`config.mk`:
```
export PLATFORM = sky130hd
export DESIGN_NAME = burst_wr_master
export DESIGN_NICKNAME = d
export VERILOG_FILES = /design/src/rtl/bwm_pkg.sv /design/src/rtl/bwm_fifo.sv /design/src/rtl/bwm_seq.sv /design/src/rtl/burst_wr_master.sv
export SDC_FILE = /design/constraint.sdc
export NUM_CORES = 1
export LEC_CHECK = 0
export ABC_CLOCK_PERIOD_IN_PS = 4350
export BUFFER_PORTS_ARGS = -buffer_cell sky130_fd_sc_hd__clkbuf_2
export CAP_MARGIN = 15
export CORE_MARGIN = 2
export CORE_UTILIZATION = 39
export DETAILED_ROUTE_END_ITERATION = 10
export SYNTH_ARGS = -nofsm -noshare
export SYNTH_HDL_FRONTEND = slang
export SYNTH_HIERARCHICAL = 1
export SYNTH_SLANG_ARGS = --single-unit
```
`constraint.sdc`:
```
create_clock -name clk -period 4.35 [get_ports clk]
set_input_delay 0.87 -clock clk [delete_from_list [all_inputs] [get_ports clk]]
set_output_delay 0.87 -clock clk [all_outputs]
set_load 0.01 [all_outputs]
```
`src/rtl/bwm_pkg.sv`:
```
package bwm_pkg;
  typedef enum logic [1:0] {
    TR_IDLE = 2'b00,
    TR_BUSY = 2'b01,
    TR_NSEQ = 2'b10,
    TR_SEQ  = 2'b11
  } htrans_e;

  localparam logic [2:0] SIZE_WORD  = 3'b010;
  localparam logic [2:0] BURST_INCR = 3'b001;
endpackage

```
`src/rtl/bwm_fifo.sv`:
```
module bwm_fifo #(
  parameter int W     = 32,
  parameter int DEPTH = 4
) (
  input  logic         clk,
  input  logic         rst_n,
  input  logic         push_i,
  input  logic [W-1:0] push_data_i,
  input  logic         pop_i,
  output logic [W-1:0] head_o,
  output logic         full_o,
  output logic         avail_next_o
);
  localparam int PW = (DEPTH > 1) ? $clog2(DEPTH) : 1;
  localparam int CW = $clog2(DEPTH + 1);

  logic [W-1:0]  mem_q [DEPTH];
  logic [PW-1:0] rd_q, rd_n, wr_q, wr_n;
  logic [CW-1:0] cnt_q, cnt_n;
  logic          push_ok;

  assign full_o  = (cnt_q == CW'(DEPTH));
  assign push_ok = push_i && !full_o;
  assign head_o  = mem_q[rd_q];

  always_comb begin
    cnt_n = cnt_q + CW'(push_ok) - CW'(pop_i);
    wr_n  = wr_q;
    rd_n  = rd_q;
    if (push_ok) wr_n = (wr_q == PW'(DEPTH - 1)) ? '0 : wr_q + PW'(1);
    if (pop_i)   rd_n = (rd_q == PW'(DEPTH - 1)) ? '0 : rd_q + PW'(1);
  end

  assign avail_next_o = (cnt_n != '0);

  always_ff @(posedge clk or negedge rst_n) begin
    if (!rst_n) begin
      cnt_q <= '0;
      rd_q  <= '0;
      wr_q  <= '0;
    end else begin
      cnt_q <= cnt_n;
      rd_q  <= rd_n;
      wr_q  <= wr_n;
    end
  end

  always_ff @(posedge clk) begin
    if (push_ok) mem_q[wr_q] <= push_data_i;
  end

  AST_POP_NONEMPTY: assert property (@(posedge clk) disable iff (!rst_n)
    pop_i |-> (cnt_q != '0));
endmodule

```
`src/rtl/bwm_seq.sv`:
```
module bwm_seq
  import bwm_pkg::*;
#(
  parameter int ADDR_W  = 32,
  parameter int CNT_W   = 8,
  parameter int KB_BITS = 10
) (
  input  logic              clk,
  input  logic              rst_n,
  input  logic              go_i,
  input  logic [ADDR_W-1:0] start_addr_i,
  input  logic [CNT_W-1:0]  beat_count_i,
  input  logic              hready_i,
  input  logic              avail_next_i,
  output logic [1:0]        htrans_o,
  output logic [ADDR_W-1:0] haddr_o,
  output logic              pop_o,
  output logic              done_o
);
  localparam logic [ADDR_W-1:0] STEP = ADDR_W'(4);

  htrans_e           htrans_q, htrans_n;
  logic [ADDR_W-1:0] haddr_q, haddr_n, next_addr_q, next_addr_n;
  logic [CNT_W-1:0]  rem_q, rem_n;
  logic              active_q, active_n;
  logic              in_burst_q, in_burst_n;
  logic              last_dp_q, last_dp_n;
  logic              done_q, done_n;
  logic              is_beat, beat_acc, at_bound, issue, hold_busy;

  assign is_beat   = (htrans_q == TR_NSEQ) || (htrans_q == TR_SEQ);
  assign beat_acc  = hready_i && is_beat;
  assign at_bound  = (next_addr_q[KB_BITS-1:0] == '0);
  assign issue     = (rem_q != '0) && avail_next_i;
  assign hold_busy = (rem_q != '0) && in_burst_q && !at_bound;

  always_comb begin
    htrans_n    = htrans_q;
    haddr_n     = haddr_q;
    next_addr_n = next_addr_q;
    rem_n       = rem_q;
    active_n    = active_q;
    in_burst_n  = in_burst_q;
    last_dp_n   = last_dp_q;
    done_n      = 1'b0;
    if (!active_q) begin
      if (go_i) begin
        next_addr_n = start_addr_i;
        rem_n       = beat_count_i;
        active_n    = (beat_count_i != '0);
        done_n      = (beat_count_i == '0);
      end
    end else if (hready_i) begin
      if (last_dp_q) begin
        done_n    = 1'b1;
        active_n  = 1'b0;
        last_dp_n = 1'b0;
      end
      if (beat_acc && (rem_q == '0)) last_dp_n = 1'b1;
      haddr_n = next_addr_q;
      if (issue) begin
        htrans_n    = (in_burst_q && !at_bound) ? TR_SEQ : TR_NSEQ;
        next_addr_n = next_addr_q + STEP;
        rem_n       = rem_q - CNT_W'(1);
        in_burst_n  = 1'b1;
      end else if (hold_busy) begin
        htrans_n = TR_BUSY;
      end else begin
        htrans_n   = TR_IDLE;
        in_burst_n = 1'b0;
      end
    end
  end

  always_ff @(posedge clk or negedge rst_n) begin
    if (!rst_n) begin
      htrans_q    <= TR_IDLE;
      haddr_q     <= '0;
      next_addr_q <= '0;
      rem_q       <= '0;
      active_q    <= 1'b0;
      in_burst_q  <= 1'b0;
      last_dp_q   <= 1'b0;
      done_q      <= 1'b0;
    end else begin
      htrans_q    <= htrans_n;
      haddr_q     <= haddr_n;
      next_addr_q <= next_addr_n;
      rem_q       <= rem_n;
      active_q    <= active_n;
      in_burst_q  <= in_burst_n;
      last_dp_q   <= last_dp_n;
      done_q      <= done_n;
    end
  end

  assign htrans_o = htrans_q;
  assign haddr_o  = haddr_q;
  assign pop_o    = beat_acc;
  assign done_o   = done_q;

  AST_HOLD_ON_WAIT: assert property (@(posedge clk) disable iff (!rst_n)
    !hready_i |=> ($stable(htrans_q) && $stable(haddr_q)));
  AST_BUSY_IN_BURST: assert property (@(posedge clk) disable iff (!rst_n)
    (htrans_q == TR_BUSY) |-> ($past(htrans_q) != TR_IDLE));
  AST_BUSY_NOT_AT_BOUNDARY: assert property (@(posedge clk) disable iff (!rst_n)
    (htrans_q == TR_BUSY) |-> (haddr_q[KB_BITS-1:0] != '0));
  AST_NEXT_BEAT_ADDR: assert property (@(posedge clk) disable iff (!rst_n)
    beat_acc |=> (((htrans_q == TR_SEQ) || (htrans_q == TR_BUSY)) ?
                  (haddr_q == $past(haddr_q) + STEP) : 1'b1));
  AST_DONE_SINGLE: assert property (@(posedge clk) disable iff (!rst_n)
    done_q |=> !done_q);
endmodule

```
`src/rtl/burst_wr_master.sv`:
```
module burst_wr_master
  import bwm_pkg::*;
#(
  parameter int ADDR_W     = 32,
  parameter int DATA_W     = 32,
  parameter int CNT_W      = 8,
  parameter int FIFO_DEPTH = 4,
  parameter int KB_BITS    = 10
) (
  input  logic              clk,
  input  logic              rst_n,
  input  logic              go_i,
  input  logic [ADDR_W-1:0] start_addr_i,
  input  logic [CNT_W-1:0]  beat_count_i,
  input  logic              wr_push_i,
  input  logic [DATA_W-1:0] wr_data_i,
  output logic              wr_full_o,
  input  logic              hready_i,
  output logic [1:0]        htrans_o,
  output logic [ADDR_W-1:0] haddr_o,
  output logic              hwrite_o,
  output logic [2:0]        hsize_o,
  output logic [2:0]        hburst_o,
  output logic [DATA_W-1:0] hwdata_o,
  output logic              done_o
);
  logic              pop;
  logic              avail_next;
  logic [DATA_W-1:0] head;
  logic [DATA_W-1:0] hwdata_q;

  bwm_fifo #(.W(DATA_W), .DEPTH(FIFO_DEPTH)) u_fifo (
    .clk          (clk),
    .rst_n        (rst_n),
    .push_i       (wr_push_i),
    .push_data_i  (wr_data_i),
    .pop_i        (pop),
    .head_o       (head),
    .full_o       (wr_full_o),
    .avail_next_o (avail_next)
  );

  bwm_seq #(.ADDR_W(ADDR_W), .CNT_W(CNT_W), .KB_BITS(KB_BITS)) u_seq (
    .clk          (clk),
    .rst_n        (rst_n),
    .go_i         (go_i),
    .start_addr_i (start_addr_i),
    .beat_count_i (beat_count_i),
    .hready_i     (hready_i),
    .avail_next_i (avail_next),
    .htrans_o     (htrans_o),
    .haddr_o      (haddr_o),
    .pop_o        (pop),
    .done_o       (done_o)
  );

  always_ff @(posedge clk or negedge rst_n) begin
    if (!rst_n)   hwdata_q <= '0;
    else if (pop) hwdata_q <= head;
  end

  assign hwdata_o = hwdata_q;
  assign hwrite_o = 1'b1;
  assign hsize_o  = SIZE_WORD;
  assign hburst_o = BURST_INCR;

  AST_WDATA_HOLD: assert property (@(posedge clk) disable iff (!rst_n)
    !hready_i |=> $stable(hwdata_q));
endmodule

```
==> impl_metrics.tcl <==
set metrics [dict create \
    status "finished, final reports clean" \
    ys_seq_area_share_pct 64.5 \
    slew_headroom_pct 37.2 \
    cts_buffers 27 \
    antenna_cells 0 \
    critPathMaxFanout 17 \
    setup_violations 0 \
    fmax_mhz 278 \
    dpl.cell_count 1155 \
    slowest_delay_ns 0.48 \
    synthXorXnorAreaFrac_pct 0.465 \
    synth_top_family_by_area "multiplexers" \
    synthArstFlopShare_pct 47.8 \
    worstPathArrival_ns 4.00 \
    synth-compound-area-share_pct 6.60 \
    clk_latency_ns 0.53 \
    grt_pass1_vias 6400 \
    cts_root_buffer "clkbuf_16" \
    ctsHoldBuffers 0 \
    hp-class "input pin to asynchronous set/reset pin" \
    clkSinkCount 245 \
    grt_max_degree 55 \
    cap_viol_max_count 0 \
    power_mw 8.11 \
    cellLeakagePower_nw 5.02 \
    dp_hpwl_um 14400 \
    dr.first_iter.drc_count 438 \
    coreArea_um2 26700 \
    overflow 0 \
    slew_viol_final 0 \
    fin_cells 1204 \
    slowest_stage "or2_1" \
    period_share_pct 82.7 \
    fp.dieH_um 168 \
    worstPathRequired_ns 4.76 \
    routedWlPerCell_um 18.7 \
    hold_viol 0 \
    viasPerCell 5.21 \
    period_minus_slack_ns 3.60 \
    cts_tree "done" \
    power_density_nw_per_um2 660 \
    clock-skew-final_ns 0.0168 \
    fin_tns_setup_ns 0 \
    syn_avg_cell_area_um2 15.0 \
    grt_pass1_wl_um 35900 \
    num-nets-final 932 \
    dp_worst_setup_slack_ns 0.286 \
    pin_count 152 \
    die-area_um2 28200 \
    synth.distinct_cells 66 \
    cts_resized 0 \
    place_congestion 0.787 \
    fin_ws_ns 0.754 \
    rsz0062_at_grt "false" \
    synth_simple_gate_area_share_pct 9.00 \
    crit_chain "nor3b_1 -> nand2b_1 -> ha_1 -> inv_1 -> ha_1 -> fa_1 -> xnor3_1 -> or3_1 -> and3_1 -> a21boi_1 -> or2_1 -> buf_4 -> a21oi_1 -> a21oi_1" \
    start_util_pct 39.3 \
    tightest_slew_ns 0.943 \
    drc 0 \
    synth_adder_area_share_pct 1.50 \
    crit_type "register to register" \
    fillers 2394 \
    synth_seq_cells 245 \
    die_w_um 168 \
    yosys_warnings 6 \
    antenna_found_initial 0 \
    cp-start-kind "register" \
    grt_usage_pct 16.0 \
    drtPass1Iterations 5 \
    cts_setup_buffers 0 \
    muxShareOfSynthArea_pct 14.7 \
    area_delta_synth_final_pct 17.2 \
    netlist_area_um2 10500 \
    vias 6270 \
    vdd_drop_max_uv 352 \
    row_count 60 \
    critPathCaptureType "register" \
    drive_gt1_share_pct 36.8 \
    clkTransAtPathRegs_ns 0.06 \
    io_buffers 144 \
    syn_inst 698 \
    synth_edf_count 128 \
    ant_nets 0 \
    drt-total-wl_um 22500 \
    synth_ff_type "edfxtp_1" \
    ctsLongestPathBuffers 3 \
    cts_max_level 1 \
]
[layout make-up]
type,count,area [um2],area share [%]
repair buffers,155,806,6.55
inverters,15,56.3,0.458
clock inverters,17,121,0.987
multi-input cells,399,3410,27.7
well taps,341,427,3.47
flip-flops and latches,245,6780,55.1
clock buffers,32,704,5.73
[routing by layer]
layer / GRT usage, % / wire length [um] / vias to the layer above / part of all wire (%)
li1: - / - / 2928 / -
met1: 22.3 / 10300 / 3126 / 46
met5: 0 / 0 / - / 0
met4: 5.51 / 635 / 0 / 2.8
met3: 3.06 / 1180 / 43 / 5.2
met2: 25.5 / 10400 / 173 / 46
[cell families after synthesis]
logic type,count (synthesis)
other cells,2
simple gates,168
compound gates,113
flops,245
mux,95
buf+inv,59
fa+ha+maj,12
xor+xnor,4
[final timing paths]
check                           slack, ns                                to                          start  depth (start not counted)
worst max-delay path                 0.75  u_seq/next_addr_q[4]$_DFFE_PN0P_      u_fifo/cnt_q[2]$_DFF_PN0_                         14
worst min-delay path                 0.40     u_seq/haddr_o[12]$_DFFE_PN0P_                          rst_n                          1
worst max register to register       0.75  u_seq/next_addr_q[4]$_DFFE_PN0P_      u_fifo/cnt_q[2]$_DFF_PN0_                         14
worst min register to register       0.48     u_seq/haddr_o[27]$_DFFE_PN0P_  u_seq/haddr_o[27]$_DFFE_PN0P_                          2
max in group asynchronous            2.97          hwdata_o[21]$_DFFE_PN0P_                          rst_n                          2
min in group clk                     0.48     u_seq/haddr_o[27]$_DFFE_PN0P_  u_seq/haddr_o[27]$_DFFE_PN0P_                          2
[sequential cells by signal, indices dropped and copies added (netlist names)]
name,cells
u_fifo/mem_q,128
hwdata_o,32
u_seq/haddr_o,32
u_seq/next_addr_q,32
u_seq/rem_q,8
u_fifo/cnt_q,3
u_fifo/rd_q,2
u_fifo/wr_q,2
u_seq/htrans_o,2
u_seq/active_q,1
u_seq/done_o,1
u_seq/in_burst_q,1
u_seq/last_dp_q,1
[where the power goes]
part | switching [mW] | internal (mW)
Sequential | 0.598 | 3.16
Combinational | 1.06 | 1.19
Clock | 0.903 | 1.21
[Yosys cell counts (14+ instances only)]
library cell	number	area, um2
clkbuf_1	14	52.6
mux2_2	30	338
o21ai_0	23	115
mux4_2	32	721
nand3_1	20	100
edfxtp_1	128	3840
a21oi_1	43	215
nor2_1	35	131
nand2_1	51	191
dfrtp_1	117	2930
inv_1	15	56.3
buf_2	15	75.1
mux2_4	30	450
[cell usage in the layout, fill, tap and decap left out, types with 12 or more instances in the layout]
cell and instances:
dfrtp_1 114, buf_4 12, a21oi_1 43, nor2_1 35, clkbuf_2 143, mux2_2 30
mux4_2 32, nand2_1 51, edfxtp_1 128, inv_1 15, nand3_1 20, o21ai_0 23
clkbuf_16 27, mux2_4 30
[metrics by stage]
step                cell area, um2  util (%)  hold slack, ns
global placement             11500      42.9           0.468
detailed placement           11500      42.9           0.473
floorplan                    10500         -           0.450
global route                 12300      46.0           0.440
CTS                          12300      46.0           0.419
finish                       12300      46.0           0.397
[worst max-delay path, delay by kind of cell, from the launching register on]
kind / cells / cell delay [ns]
fa+ha+maj: 3 / 0.83
xor+xnor: 1 / 0.20
buf+inv: 2 / 0.33
compound gates: 3 / 0.31
simple gates: 5 / 1.38
flops: 1 / 0.42
Power figures use the tool's default switching activity.
